<file path="src/rtl/trap_pkg.sv">
package trap_pkg;

    localparam int XLEN        = 32;
    localparam int WORD_BYTES  = XLEN / 8;
    localparam int FRAME_WORDS = 3;
    localparam int FRAME_BYTES = FRAME_WORDS * WORD_BYTES;

    typedef logic [XLEN-1:0] word_t;

    typedef enum logic [3:0] {
        ST_IDLE,
        ST_PUSH_PC,
        ST_PUSH_PSW,
        ST_PUSH_SSW,
        ST_VEC_PC,
        ST_VEC_SSW,
        ST_POP_SSW,
        ST_POP_PSW,
        ST_POP_PC,
        ST_DONE
    } seq_state_t;

    typedef enum logic {
        K_ENTRY,
        K_RETURN
    } seq_kind_t;

    typedef struct packed {
        word_t pc;
        word_t psw;
        word_t ssw;
    } ctx_t;

    typedef struct packed {
        logic  req;
        logic  we;
        word_t addr;
        word_t wdata;
    } bus_cmd_t;

    function automatic logic is_access(seq_state_t s);
        return (s != ST_IDLE) && (s != ST_DONE);
    endfunction

    function automatic seq_state_t step_after(seq_state_t s);
        case (s)
            ST_PUSH_PC:  return ST_PUSH_PSW;
            ST_PUSH_PSW: return ST_PUSH_SSW;
            ST_PUSH_SSW: return ST_VEC_PC;
            ST_VEC_PC:   return ST_VEC_SSW;
            ST_VEC_SSW:  return ST_DONE;
            ST_POP_SSW:  return ST_POP_PSW;
            ST_POP_PSW:  return ST_POP_PC;
            ST_POP_PC:   return ST_DONE;
            default:     return ST_IDLE;
        endcase
    endfunction

    function automatic bus_cmd_t access_cmd(seq_state_t s, word_t sp, word_t vec, ctx_t c);
        bus_cmd_t r;
        r = '0;
        case (s)
            ST_PUSH_PC:  r = '{req: 1'b1, we: 1'b1, addr: sp - word_t'(1 * WORD_BYTES), wdata: c.pc};
            ST_PUSH_PSW: r = '{req: 1'b1, we: 1'b1, addr: sp - word_t'(2 * WORD_BYTES), wdata: c.psw};
            ST_PUSH_SSW: r = '{req: 1'b1, we: 1'b1, addr: sp - word_t'(3 * WORD_BYTES), wdata: c.ssw};
            ST_VEC_PC:   r = '{req: 1'b1, we: 1'b0, addr: vec, wdata: '0};
            ST_VEC_SSW:  r = '{req: 1'b1, we: 1'b0, addr: vec + word_t'(WORD_BYTES), wdata: '0};
            ST_POP_SSW:  r = '{req: 1'b1, we: 1'b0, addr: sp, wdata: '0};
            ST_POP_PSW:  r = '{req: 1'b1, we: 1'b0, addr: sp + word_t'(1 * WORD_BYTES), wdata: '0};
            ST_POP_PC:   r = '{req: 1'b1, we: 1'b0, addr: sp + word_t'(2 * WORD_BYTES), wdata: '0};
            default:     r = '0;
        endcase
        return r;
    endfunction

endpackage

</file>
<file path="src/rtl/trap_ctrl.sv">
module trap_ctrl
    import trap_pkg::*;
(
    input  logic       clk,
    input  logic       rst,
    input  logic       trap_req,
    input  logic       rti_req,
    input  logic       mem_ack,
    output seq_state_t state,
    output seq_kind_t  kind,
    output logic       start
);

    seq_state_t nxt;

    always_comb start = (state == ST_IDLE) && (trap_req || rti_req);

    always_comb begin
        nxt = state;
        case (state)
            ST_IDLE: begin
                if (trap_req)     nxt = ST_PUSH_PC;
                else if (rti_req) nxt = ST_POP_SSW;
            end
            ST_DONE: nxt = ST_IDLE;
            default: if (mem_ack) nxt = step_after(state);
        endcase
    end

    always_ff @(posedge clk) begin
        if (rst) begin
            state <= ST_IDLE;
            kind  <= K_ENTRY;
        end else begin
            state <= nxt;
            if (start) kind <= trap_req ? K_ENTRY : K_RETURN;
        end
    end

    AST_WAIT_FOR_ACK: assert property (@(posedge clk) disable iff (rst)
        (is_access(state) && !mem_ack) |=> $stable(state));

    AST_ENTRY_WINS: assert property (@(posedge clk) disable iff (rst)
        (state == ST_IDLE && trap_req) |=> (state == ST_PUSH_PC && kind == K_ENTRY));

endmodule

</file>
<file path="src/rtl/trap_regs.sv">
module trap_regs
    import trap_pkg::*;
(
    input  logic       clk,
    input  logic       rst,
    input  logic       start,
    input  seq_state_t state,
    input  logic       mem_ack,
    input  word_t      mem_rdata,
    input  word_t      sp_in,
    input  word_t      vec_in,
    input  ctx_t       ctx_in,
    input  logic       bank_in,
    output word_t      sp_base,
    output word_t      vec_base,
    output ctx_t       ctx_snap,
    output ctx_t       ctx_new,
    output logic       bank_q
);

    always_ff @(posedge clk) begin
        if (rst) begin
            sp_base  <= '0;
            vec_base <= '0;
            ctx_snap <= '0;
            ctx_new  <= '0;
            bank_q   <= 1'b0;
        end else if (start) begin
            sp_base  <= sp_in;
            vec_base <= vec_in;
            ctx_snap <= ctx_in;
            ctx_new  <= '0;
            bank_q   <= bank_in;
        end else if (mem_ack) begin
            case (state)
                ST_VEC_PC,  ST_POP_PC:  ctx_new.pc  <= mem_rdata;
                ST_VEC_SSW, ST_POP_SSW: ctx_new.ssw <= mem_rdata;
                ST_POP_PSW:             ctx_new.psw <= mem_rdata;
                default: ;
            endcase
        end
    end

endmodule

</file>
<file path="src/rtl/trap_agu.sv">
module trap_agu
    import trap_pkg::*;
(
    input  seq_state_t state,
    input  word_t      sp_base,
    input  word_t      vec_base,
    input  ctx_t       ctx_snap,
    output bus_cmd_t   cmd
);

    always_comb cmd = access_cmd(state, sp_base, vec_base, ctx_snap);

endmodule

</file>
<file path="src/rtl/trap_seq.sv">
module trap_seq
    import trap_pkg::*;
#(
    parameter int MODE_BIT = 2
) (
    input  logic            clk,
    input  logic            rst,
    input  logic            trap_req,
    input  logic            rti_req,
    input  logic [XLEN-1:0] vec_addr,
    input  logic [XLEN-1:0] cur_pc,
    input  logic [XLEN-1:0] cur_psw,
    input  logic [XLEN-1:0] cur_ssw,
    output logic            sp_bank,
    input  logic [XLEN-1:0] sp_rdata,
    output logic            sp_we,
    output logic [XLEN-1:0] sp_wdata,
    output logic            pc_we,
    output logic [XLEN-1:0] pc_out,
    output logic            psw_we,
    output logic [XLEN-1:0] psw_out,
    output logic            ssw_we,
    output logic [XLEN-1:0] ssw_out,
    output logic            done,
    output logic            busy,
    output logic            mem_req,
    output logic            mem_we,
    output logic [XLEN-1:0] mem_addr,
    output logic [XLEN-1:0] mem_wdata,
    input  logic [XLEN-1:0] mem_rdata,
    input  logic            mem_ack
);

    seq_state_t state;
    seq_kind_t  kind;
    logic       start;
    word_t      sp_base, vec_base;
    ctx_t       ctx_snap, ctx_new, ctx_in;
    logic       bank_q;
    bus_cmd_t   cmd;

    always_comb ctx_in = '{pc: cur_pc, psw: cur_psw, ssw: cur_ssw};

    trap_ctrl u_ctrl (
        .clk      (clk),
        .rst      (rst),
        .trap_req (trap_req),
        .rti_req  (rti_req),
        .mem_ack  (mem_ack),
        .state    (state),
        .kind     (kind),
        .start    (start)
    );

    trap_regs u_regs (
        .clk       (clk),
        .rst       (rst),
        .start     (start),
        .state     (state),
        .mem_ack   (mem_ack),
        .mem_rdata (mem_rdata),
        .sp_in     (sp_rdata),
        .vec_in    (vec_addr),
        .ctx_in    (ctx_in),
        .bank_in   (cur_ssw[MODE_BIT]),
        .sp_base   (sp_base),
        .vec_base  (vec_base),
        .ctx_snap  (ctx_snap),
        .ctx_new   (ctx_new),
        .bank_q    (bank_q)
    );

    trap_agu u_agu (
        .state    (state),
        .sp_base  (sp_base),
        .vec_base (vec_base),
        .ctx_snap (ctx_snap),
        .cmd      (cmd)
    );

    always_comb begin
        busy      = (state != ST_IDLE);
        done      = (state == ST_DONE);
        sp_bank   = (state == ST_IDLE) ? cur_ssw[MODE_BIT] : bank_q;
        mem_req   = cmd.req;
        mem_we    = cmd.we;
        mem_addr  = cmd.addr;
        mem_wdata = cmd.wdata;
        pc_we     = done;
        psw_we    = done;
        ssw_we    = done;
        sp_we     = done;
        pc_out    = ctx_new.pc;
        psw_out   = ctx_new.psw;
        ssw_out   = ctx_new.ssw;
        sp_wdata  = (kind == K_ENTRY) ? sp_base - word_t'(FRAME_BYTES)
                                      : sp_base + word_t'(FRAME_BYTES);
    end

    AST_HOLD_UNTIL_ACK: assert property (@(posedge clk) disable iff (rst)
        (mem_req && !mem_ack) |=> (mem_req && $stable(mem_addr) && $stable(mem_we) && $stable(mem_wdata)));

    AST_IDLE_NO_REQ: assert property (@(posedge clk) disable iff (rst)
        !busy |-> !mem_req);

    AST_DONE_SINGLE: assert property (@(posedge clk) disable iff (rst)
        done |=> !done);

    AST_DONE_AFTER_ACK: assert property (@(posedge clk) disable iff (rst)
        $rose(done) |-> $past(mem_ack));

    AST_RETURN_READS_ONLY: assert property (@(posedge clk) disable iff (rst)
        (mem_req && kind == K_RETURN) |-> !mem_we);

    AST_BANK_HELD: assert property (@(posedge clk) disable iff (rst)
        (busy && $past(busy)) |-> $stable(sp_bank));

endmodule

</file>
<file path="config.mk">
export PLATFORM = sky130hd
export DESIGN_NAME = trap_seq
export DESIGN_NICKNAME = d
export VERILOG_FILES = /design/src/rtl/trap_pkg.sv /design/src/rtl/trap_ctrl.sv /design/src/rtl/trap_regs.sv /design/src/rtl/trap_agu.sv /design/src/rtl/trap_seq.sv
export SDC_FILE = /design/constraint.sdc
export NUM_CORES = 1
export LEC_CHECK = 0
export BUFFER_PORTS_ARGS = -buffer_cell sky130_fd_sc_hd__clkbuf_2
export CORE_AREA = 2 2 177 179
export DETAILED_ROUTE_END_ITERATION = 10
export DIE_AREA = 0 0 179 181
export PLACE_DENSITY = 0.81
export SLEW_MARGIN = 20
export SYNTH_ARGS = -nofsm -noshare
export SYNTH_HDL_FRONTEND = slang
export SYNTH_HIERARCHICAL = 1
export SYNTH_SLANG_ARGS = --single-unit
</file>
<file path="constraint.sdc">
create_clock -name clk -period 8.4 [get_ports clk]
set_clock_uncertainty 0.2 [all_clocks]
set_input_delay 0.42 -clock clk [delete_from_list [all_inputs] [get_ports clk]]
set_output_delay 0.42 -clock clk [all_outputs]
set_load 0.005 [all_outputs]
</file>
==> impl_metrics.env, run 1 <==
export IMPL_h_tree_depth=1
export IMPL_dieArea_um2=32400
export IMPL_p_int_w=0.00447
export IMPL_slowest_stage="and2_1"
export IMPL_grt_pass1_wl_mm=98.2
export IMPL_first_pass_iters=8
export IMPL_p_switching_w=0.00393
export IMPL_cts_repair_resized=0
export IMPL_cts_root_buffer="clkbuf_16"
export IMPL_dp_hpwl_mm=38.7
export IMPL_cts_sinks=266
export IMPL_post_place_cells=2665
export IMPL_worst_slew_pin_transition_ps=1010
export IMPL_crit_top_cell="nand2_1"
export IMPL_post_route_drc_count=0
export IMPL_grt_max_degree=122
export IMPL_io_buffer_count=397
export IMPL_fp_dieW_um=179
export IMPL_maxSlewViolCount=0
export IMPL_cp_arrival_ps=5140
export IMPL_synthFlopType="dfxtp_1"
export IMPL_cp_startpoint="u_ctrl/state[2]$_SDFFE_PP0N_"
export IMPL_syn_num_nets=2256
export IMPL_cp_cell_sequence="nor2_1 > and2_1 > nand2_1 > ha_1 > a211o_1 > or4_1 > nor2b_1 > nand2_2 > nor3_2 > o21ai_1 > nand2_1 > o211ai_1 > or4b_1 > clkbuf_2"
export IMPL_area_growth_pct=29.4
export IMPL_seq_power_share=0.230
export IMPL_hold_class="input pin to flip-flop"
export IMPL_grt_pass1_vias=18400
export IMPL_avgRoutedWirePerCell_um=21.6
export IMPL_vias_per_cell=6.22
export IMPL_cp_required_ps=7780
export IMPL_antenna_found_initial=4
export IMPL_r2r_start="u_ctrl/state[2]$_SDFFE_PP0N_"
export IMPL_cts_hold_buf=190
export IMPL_num_rows=64
export IMPL_r2r_end="u_regs/ctx_new[66]$_SDFFE_PP0P_"
export IMPL_grt_overflow=0
export IMPL_setup_viol=0
export IMPL_vias=18100
export IMPL_path_max_fanout=23
export IMPL_ys_seq_elements=266
export IMPL_cts_buffers=27
export IMPL_end_kind="output pin"
export IMPL_status="complete, no violations"
export IMPL_clockPowerShare=0.155
export IMPL_min_period_ps=5760
export IMPL_track_usage=0.379
export IMPL_cts_setup_buffers=0
export IMPL_fin_setup_tns_ps=0
export IMPL_syn_inst=1991
export IMPL_cts_buffer_depth=3
export IMPL_gp_congestion=0.928
export IMPL_rsz0062_at_grt="no"
export IMPL_fp_dieH_um=181
export IMPL_synth_cell_type_count=99
export IMPL_pin_count=398
export IMPL_netlist_area_um2=16600
export IMPL_fmax_ghz=0.173
export IMPL_p_leak_nw=9.89
export IMPL_crit_type="flip-flop to output pin"
export IMPL_max_stage_delay_ps=610
export IMPL_maxCapViolCount=0
export IMPL_power_density_nw_per_um2=391
export IMPL_p_comb_frac=0.616
export IMPL_ys_warn_count=6
export IMPL_synth_async_reset_ratio=0
export IMPL_core_um2=30300
export IMPL_wl_mm=62.9
export IMPL_stdcell_count=2906
export IMPL_swShare=0.468
export IMPL_startpoint_type="flip-flop"
export IMPL_nets=2753
export IMPL_drt_iter0_drc=1806
export IMPL_r2r_cells=7
export IMPL_cts_tree="built"
export IMPL_synth_seq_area_share=0.321
export IMPL_ir_drop_mv=0.291
export IMPL_drive_above_1_share=0.200
export IMPL_synth_edf_count=0
export IMPL_start_util=0.547
export IMPL_antenna_left=0
export IMPL_clk_pin_slew_worst_paths_ps=60
export IMPL_slew_limit_headroom=0.327
export IMPL_hold_viol=0
export IMPL_endpoint="mem_addr[31]"
export IMPL_min_period_over_period=0.686
export IMPL_r2r_slack_ps=4510
export IMPL_avgSynthCellArea_um2=8.34
export IMPL_clk_latency_ps=540
## worst min-delay path by stage
stage                                         start                               end  slack (ps)  cells past startpoint
floorplan           u_regs/ctx_new[64]$_SDFFE_PP0P_   u_regs/ctx_new[64]$_SDFFE_PP0P_         250                      2
global placement    u_regs/ctx_new[95]$_SDFFE_PP0P_   u_regs/ctx_new[95]$_SDFFE_PP0P_         240                      2
detailed placement  u_regs/ctx_new[65]$_SDFFE_PP0P_   u_regs/ctx_new[65]$_SDFFE_PP0P_         250                      2
CTS                                      cur_pc[31]  u_regs/ctx_snap[95]$_SDFFE_PP0P_         0.6                      3
global route                             cur_pc[31]  u_regs/ctx_snap[95]$_SDFFE_PP0P_          20                      3
finish                                mem_rdata[23]   u_regs/ctx_new[87]$_SDFFE_PP0P_          20                      3
## metrics by stage
stage           util  power [W]  instance area, um2  worst slack, ps  hold slack (ps)
2_1_floorplan      -    0.00539               16600             3230              251
3_3_place_gp   0.614    0.00674               18600             3400              243
3_5_place_dp   0.614    0.00681               18600             3360              249
4_1_cts        0.708    0.00818               21500             2760            0.575
5_1_grt        0.708    0.00892               21500             2340             24.2
6_report       0.708    0.00840               21500             2640             15.6
## cell usage after synthesis (8+ instances only)
cell        n  area share
a211oi_1    8      0.0036
a21o_1     24       0.011
a21oi_1    85       0.026
a221oi_1   11      0.0058
a31oi_1    10      0.0038
and3_1     12      0.0045
buf_2      47       0.014
buf_4       8      0.0036
clkbuf_1   67       0.015
dfxtp_1   266        0.32
ha_1       65       0.049
inv_1      23      0.0052
mux2i_1   322        0.19
nand2_1   272       0.061
nand2b_1   22      0.0083
nand3_1    53       0.016
nand4_1    27       0.010
nor2_1    242       0.055
nor3_1     31      0.0093
nor4_1     13      0.0049
o211ai_1   16      0.0072
o21ai_0    82       0.025
o21ai_1    28      0.0084
o21bai_1    9      0.0041
o221ai_1   11      0.0058
or3_1      13      0.0049
xnor2_1    48       0.025
xor2_1     35       0.018
## final cells by class
class                   instances  area [um2]
flip-flops and latches        266        5330
well taps                     396         495
clock inverters                12         190
multi-input cells            1567       10600
diodes                          3        7.51
inverters                      24        90.1
fillers                      2162        8850
clock buffers                  36         749
repair buffers                602        4020
## power groups by stage
stage               Combinational, W  Clock, W  Sequential (W)
global placement             0.00484         0         0.00190
CTS                          0.00500   0.00130         0.00189
detailed placement           0.00490         0         0.00191
floorplan                    0.00364         0         0.00175
global route                 0.00560   0.00136         0.00196
finish                       0.00517   0.00130         0.00193
## layout by cell type (no fill, tap or decap), types with 7 or more instances in the layout
cell type	Yosys	final
nor2_1	242	241
a211oi_1	8	8
nand2b_1	22	22
nand2_1	272	270
o21ai_0	82	82
a221oi_1	11	11
or3_1	13	13
a31oi_1	10	10
nor3_1	31	27
a21o_1	24	24
dfxtp_1	266	265
and3_1	12	12
nand4_1	27	27
buf_4	8	15
nor2b_1	7	7
xor2_1	35	35
o21bai_1	9	9
o211ai_1	16	16
o21ai_1	28	28
dlygate4sd3_1	0	190
nor4_1	13	13
nand3_1	53	52
a22oi_1	7	7
ha_1	65	65
mux2i_1	322	322
inv_1	23	23
o221ai_1	11	11
a21oi_1	85	85
xnor2_1	48	48
clkbuf_16	0	27
clkbuf_2	3	396
## critical path, delay by kind of cell (launching register included)
family                     cells  cell delay, ps
DFF                            1             550
AOI/OAI and AO/OA              3             500
buffers and inverters          1             170
and+or+nand+nor                9            3080
adders and majority gates      1             310
## state kept, by name (all words and copies together), names as in the netlist, named ones only
register / flops
u_regs/sp_base: 32
u_ctrl/state: 4
u_regs/ctx_snap: 96
u_regs/ctx_new: 96
u_regs/bank_q: 1
u_ctrl/kind: 1
u_regs/vec_base: 32
## logic make-up after synthesis
group | after synthesis | share of synthesized area
flops | 266 | 0.321
compound gates | 360 | 0.146
xor+xnor | 83 | 0.0438
buf+inv | 158 | 0.0431
mux | 327 | 0.198
fa+ha+maj | 68 | 0.0526
simple gates | 729 | 0.196
## layer usage
metal  vias up  share of wire  track usage
met2      1151           0.48        0.645
met3       318          0.087       0.0833
li1       8062              -            -
met4         4          0.061        0.207
met5         -        0.00043            0
met1      8549           0.37        0.438
(Power assumes the default switching activity.)
==> run 2, diff against run 1 <==
Settings changed: CORE_AREA 2 2 177 179 to 2 2 186 188, DIE_AREA 0 0 179 181 to 0 0 188 190, PLACE_DENSITY 0.81 to 0.77.
Clock period 8.4 ns to 5.3 ns, I/O delays scaled along.
==> run 2 against run 1 <==
Sequential share of layout area fell by 0.46 points. Register-to-register slack got worse by 2600 ps. Sequential cell count did not move. Global-route usage fell by 6.0 points. Hold slack improved by 88 ps. Power rose by 58%. Routed wire length fell by 3.7%. First-iteration DRC count fell by 16%. Clock-buffer cell count did not move. Largest cell class unchanged. Largest power group unchanged.
==> impl_metrics.env, run 2 (synthesis results as in run 1) <==
export IMPL_gr_max_usage_layer="met2"
export IMPL_reg_top3="u_regs/ctx_new (96), u_regs/ctx_snap (96)"
export IMPL_h_tree_depth=1
export IMPL_hold_class="input pin to flip-flop"
export IMPL_maxSlewViolCount=0
export IMPL_grt_pass1_wl_mm=92.7
export IMPL_vias_per_cell=5.87
export IMPL_end_kind="output pin"
export IMPL_layout_common_cells="clkbuf_2 (396), mux2i_1 (322), nand2_1 (270)"
export IMPL_cts_tree="built"
export IMPL_path_buf_inv=1
export IMPL_grt_use_met2=0.565
export IMPL_cp_arrival_ps=4530
export IMPL_area_growth_pct=31.8
export IMPL_swShare=0.468
export IMPL_start_util=0.489
export IMPL_crit_type="flip-flop to output pin"
export IMPL_setup_viol=0
export IMPL_grt_met1_usage=0.362
export IMPL_max_stage_delay_ps=510
export IMPL_fp_dieH_um=190
export IMPL_clk_latency_ps=550
export IMPL_io_buffer_count=397
export IMPL_crit_top_cell="a21o_1"
export IMPL_track_usage=0.318
export IMPL_final_common_cell="clkbuf_2"
export IMPL_cts_buffers=27
export IMPL_wl_mm=60.5
export IMPL_fmax_ghz=0.200
export IMPL_r2r_slack_ps=1930
export IMPL_post_place_cells=2733
export IMPL_place_area_um2=18800
export IMPL_final_util=0.645
export IMPL_dp_hpwl_mm=38.6
export IMPL_met3_usage=0.0612
export IMPL_startpoint_type="flip-flop"
export IMPL_grt_pass1_vias=17800
export IMPL_antenna_left=0
export IMPL_clockPowerShare=0.148
export IMPL_nets=2790
export IMPL_cp_required_ps=4840
export IMPL_clk_pin_slew_worst_paths_ps=60
export IMPL_grt_max_degree=129
export IMPL_maxCapViolCount=0
export IMPL_slowest_stage="or3_4"
export IMPL_p_comb_frac=0.628
export IMPL_cts_root_buffer="clkbuf_16"
export IMPL_power_density_nw_per_um2=605
export IMPL_antenna_found_initial=5
export IMPL_post_route_drc_count=0
export IMPL_p_leak_nw=10.1
export IMPL_drt_iter0_drc=1518
export IMPL_worst_slew_pin_transition_ps=1130
export IMPL_min_period_ps=5000
export IMPL_num_rows=68
export IMPL_gp_congestion=0.952
export IMPL_pin_count=398
export IMPL_cts_buffer_depth=3
export IMPL_ir_drop_mv=0.428
export IMPL_fin_setup_tns_ps=0
export IMPL_fp_dieW_um=188
export IMPL_status="complete, no violations"
export IMPL_first_pass_iters=9
export IMPL_p_int_w=0.00704
export IMPL_slew_limit_headroom=0.242
export IMPL_grt_overflow=0
export IMPL_p_switching_w=0.00621
export IMPL_path_max_fanout=12
export IMPL_critPathTopFamily="compound AO/OA/AOI/OAI gates"
export IMPL_dieArea_um2=35700
export IMPL_seq_power_share=0.224
export IMPL_drive_above_1_share=0.203
export IMPL_core_um2=33900
export IMPL_cts_sinks=266
export IMPL_cts_setup_buffers=0
export IMPL_min_period_over_period=0.943
export IMPL_rsz0062_at_grt="no"
export IMPL_fin_area_um2=21900
export IMPL_hold_viol=0
export IMPL_avgRoutedWirePerCell_um=20.1
export IMPL_cp_cell_sequence="or3_4 > ha_1 > a21o_1 > a21o_1 > a2111o_1 > a31oi_1 > o31a_1 > o211ai_1 > o2111ai_1 > mux2_1 > o221ai_1 > clkbuf_2"
export IMPL_vias=17600
export IMPL_stdcell_count=3005
-- run 2: cell type report --
type                            count  area [um2]
Fill cell                        2610       12000
Inverter                           24        90.1
Clock inverter                     14         121
Multi-Input combinational cell   1567       10600
Antenna cell                        4        10.0
Timing Repair Buffer              639        4380
Clock buffer                       36         781
Sequential cell                   266        5330
Tap cell                          455         569
-- run 2: routing by layer --
layer | share of wire | routed length, um
met5 | 0.00026 | 16
met2 | 0.49 | 29400
met3 | 0.081 | 4910
met1 | 0.38 | 23100
met4 | 0.052 | 3150
-- run 2: power by group through the flow --
stage / registers (W) / clock network [W] / logic, W
floorplan: 0.00277 / 0 / 0.00577
global placement: 0.00294 / 0 / 0.00775
detailed placement: 0.00297 / 0 / 0.00783
CTS: 0.00293 / 0.00196 / 0.00807
global route: 0.00301 / 0.00205 / 0.00893
finish: 0.00297 / 0.00196 / 0.00833
-- run 2: per-stage QoR --
step / hold slack, ps / total power (W) / setup WS [ps]
5_1_grt: 116 / 0.0140 / 81.3
3_5_place_dp: 247 / 0.0108 / 679
4_1_cts: 84.4 / 0.0130 / 125
3_3_place_gp: 243 / 0.0107 / 817
6_report: 104 / 0.0133 / 303
2_1_floorplan: 162 / 0.00854 / 289
-- run 2: path summary, 6_finish.rpt --
kind	start	endpoint	cells past startpoint
worst min register to register	u_regs/ctx_new[32]$_SDFFE_PP0P_	u_regs/ctx_new[32]$_SDFFE_PP0P_	2
worst max-delay path	u_ctrl/state[0]$_SDFFE_PP0N_	mem_addr[30]	12
worst max register to register	u_ctrl/state[0]$_SDFFE_PP0N_	u_regs/ctx_snap[9]$_SDFFE_PP0P_	7
worst min-delay path	mem_ack	u_ctrl/state[2]$_SDFFE_PP0N_	3
-- run 2: worst reg2reg max path: cells and delay by family (launching register included) --
family                 cells  cell delay [ps]
DFF                        1              410
and+or+nand+nor            3              910
buffers and inverters      3             1200
muxes                      1              500
-- run 2: repair_timing --
item | CTS | global route
hold buffers | 218 | 0
endpoints found under the setup margin | 0 | 1
hold endpoints to repair | 258 | 0
resized for setup | 0 | 2
==> run 3, diff against run 2 <==
Settings changed: CTS_BUF_LIST from default to sky130_fd_sc_hd__clkbuf_16.
==> run 3 against run 2 <==
The run now ends with DRC left. Sequential cell count is the same. Critical path type unchanged. Critical endpoint is now mem_addr[31]. Hold slack better by 11 ps. Critical path depth is 3 higher. Worst setup slack got worse by 8.5 ps. Sequential share of layout area up 0.067 points. Non-clock buffer count unchanged. Via count is essentially flat.
==> impl_metrics.env, run 3 (synthesis results as in run 1) <==
export IMPL_antenna_left=0
export IMPL_grt_pass1_vias=17800
export IMPL_fin_area_um2=21800
export IMPL_worst_slew_pin_transition_ps=1130
export IMPL_drive_above_1_share=0.201
export IMPL_dieArea_um2=35700
export IMPL_nets=2790
export IMPL_min_to="u_ctrl/state[2]$_SDFFE_PP0N_"
export IMPL_clockPowerShare=0.142
export IMPL_r2r_slack_ps=1970
export IMPL_grt_max_degree=129
export IMPL_core_um2=33900
export IMPL_status="finished, violations left"
export IMPL_vias_per_cell=5.87
export IMPL_clk_latency_ps=550
export IMPL_ir_drop_mv=0.410
export IMPL_finalPower_w=0.0132
export IMPL_io_buffer_count=397
export IMPL_fin_ws_ps=294
export IMPL_layout_common_cells="clkbuf_2 (396), mux2i_1 (322), nand2_1 (270)"
export IMPL_place_ws_ps=679
export IMPL_cts_tree="built"
export IMPL_final_common_cell="clkbuf_2"
export IMPL_cts_buffer_depth=3
export IMPL_start_util=0.489
export IMPL_cp_arrival_ps=4540
export IMPL_min_period_over_period=0.945
export IMPL_drt_iter0_drc=1382
export IMPL_stdcell_count=3003
export IMPL_post_place_cells=2733
export IMPL_grt_pass1_wl_mm=92.8
export IMPL_fin_setup_tns_ps=0
export IMPL_setup_viol=0
export IMPL_h_tree_depth=1
export IMPL_p_switching_w=0.00620
export IMPL_cts_sinks=266
export IMPL_min_period_ps=5010
export IMPL_power_density_nw_per_um2=603
export IMPL_gp_congestion=0.952
export IMPL_vias=17600
export IMPL_fmax_ghz=0.200
export IMPL_antenna_found_initial=3
export IMPL_seq_power_share=0.226
export IMPL_fp_dieH_um=190
export IMPL_cts_root_buffer="clkbuf_16"
export IMPL_post_route_drc_count=2
export IMPL_rsz0062_at_grt="no"
export IMPL_crit_type="flip-flop to output pin"
export IMPL_area_growth_pct=31.5
export IMPL_end_kind="output pin"
export IMPL_clk_pin_slew_worst_paths_ps=60
export IMPL_path_max_fanout=22
export IMPL_p_int_w=0.00697
export IMPL_slew_limit_headroom=0.243
export IMPL_r2r_cells=7
export IMPL_track_usage=0.319
export IMPL_r2r_end="u_regs/ctx_snap[86]$_SDFFE_PP0P_"
export IMPL_r2r_start="u_ctrl/state[0]$_SDFFE_PP0N_"
export IMPL_place_area_um2=18800
export IMPL_cts_setup_buffers=0
export IMPL_pin_count=398
export IMPL_reg_top3="u_regs/ctx_new (96), u_regs/ctx_snap (96)"
export IMPL_grt_overflow=0
export IMPL_wl_mm=60.2
export IMPL_maxCapViolCount=0
export IMPL_hp_start="mem_ack"
export IMPL_violations="DRC"
export IMPL_maxSlewViolCount=0
export IMPL_num_rows=68
export IMPL_hold_depth=3
export IMPL_startpoint_type="flip-flop"
export IMPL_cp_required_ps=4840
export IMPL_avgRoutedWirePerCell_um=20.1
export IMPL_swShare=0.471
export IMPL_dp_hpwl_mm=38.6
export IMPL_p_comb_frac=0.632
export IMPL_hold_class="input pin to flip-flop"
export IMPL_hold_viol=0
export IMPL_first_pass_iters=9
export IMPL_p_leak_nw=10.1
export IMPL_cts_buffers=27
export IMPL_fp_dieW_um=188
==> run 3: changes by cell type in the layout (fill, tap and decap cells not counted) <==
cell and delta:
nor3_1 +1, clkbuf_8 -5, clkbuf_1 -3, clkinv_1 +5, diode_2 -2, nor3_2 -1
inv_1 +3
==> run 3: final cells by class <==
class,count,area [um2]
multi-input cells,1567,10600
clock inverters,22,151
well taps,455,569
clock buffers,28,701
diodes,2,5.00
flip-flops and latches,266,5330
inverters,24,90.1
repair buffers,639,4380
fillers,2623,12100
==> run 3: power by group through the flow <==
stage | combinational [W] | sequential (W) | clock, W
after detailed placement | 0.00783 | 0.00297 | 0
after floorplan | 0.00577 | 0.00277 | 0
after global placement | 0.00775 | 0.00294 | 0
after CTS | 0.00807 | 0.00293 | 0.00188
after global routing | 0.00893 | 0.00302 | 0.00197
final | 0.00832 | 0.00298 | 0.00187
==> run 3: per-layer routing <==
layer / part of all wire / global-route usage
met1: 0.38 / 0.363
met2: 0.49 / 0.563
met3: 0.082 / 0.0594
met4: 0.054 / 0.178
met5: 0.00027 / 0
==> run 3: timing repair <==
item,CTS,global route
setup endpoints to repair,0,1
resized for setup,0,2
endpoints found under the hold margin,258,0
hold buffers,218,0
==> run 3: worst max path at each step <==
stage | startpoint | to | slack (ps)
finish | u_ctrl/state[2]$_SDFFE_PP0N_ | mem_addr[31] | 290
global route | u_ctrl/state[2]$_SDFFE_PP0N_ | mem_addr[31] | 130
CTS | u_ctrl/state[2]$_SDFFE_PP0N_ | mem_addr[31] | 130
detailed placement | u_ctrl/state[2]$_SDFFE_PP0N_ | mem_addr[31] | 680
global placement | u_ctrl/state[2]$_SDFFE_PP0N_ | mem_addr[31] | 820
floorplan | u_ctrl/state[1]$_SDFFE_PP0N_ | mem_addr[31] | 290
==> run 3: stage by stage <==
stage	hold WS, ps	utilization
final	115	0.643
after CTS	84.4	0.643
after detailed placement	247	0.554
after global routing	118	0.643
after floorplan	162	-
after global placement	243	0.554
==> run 3: worst max-delay path, stage by stage, from the launching register on <==
cell and delay [ps]:
dfxtp_1 310, buf_4 210, nor2_1 210, and2_1 180
nand2_1 80, ha_1 280, a211o_1 340, or4_1 540
nor2b_2 360, nand2_2 170, nor3_2 240, o21ai_1 80
nand2_1 100, o211ai_1 80, or4b_1 620, clkbuf_2 160
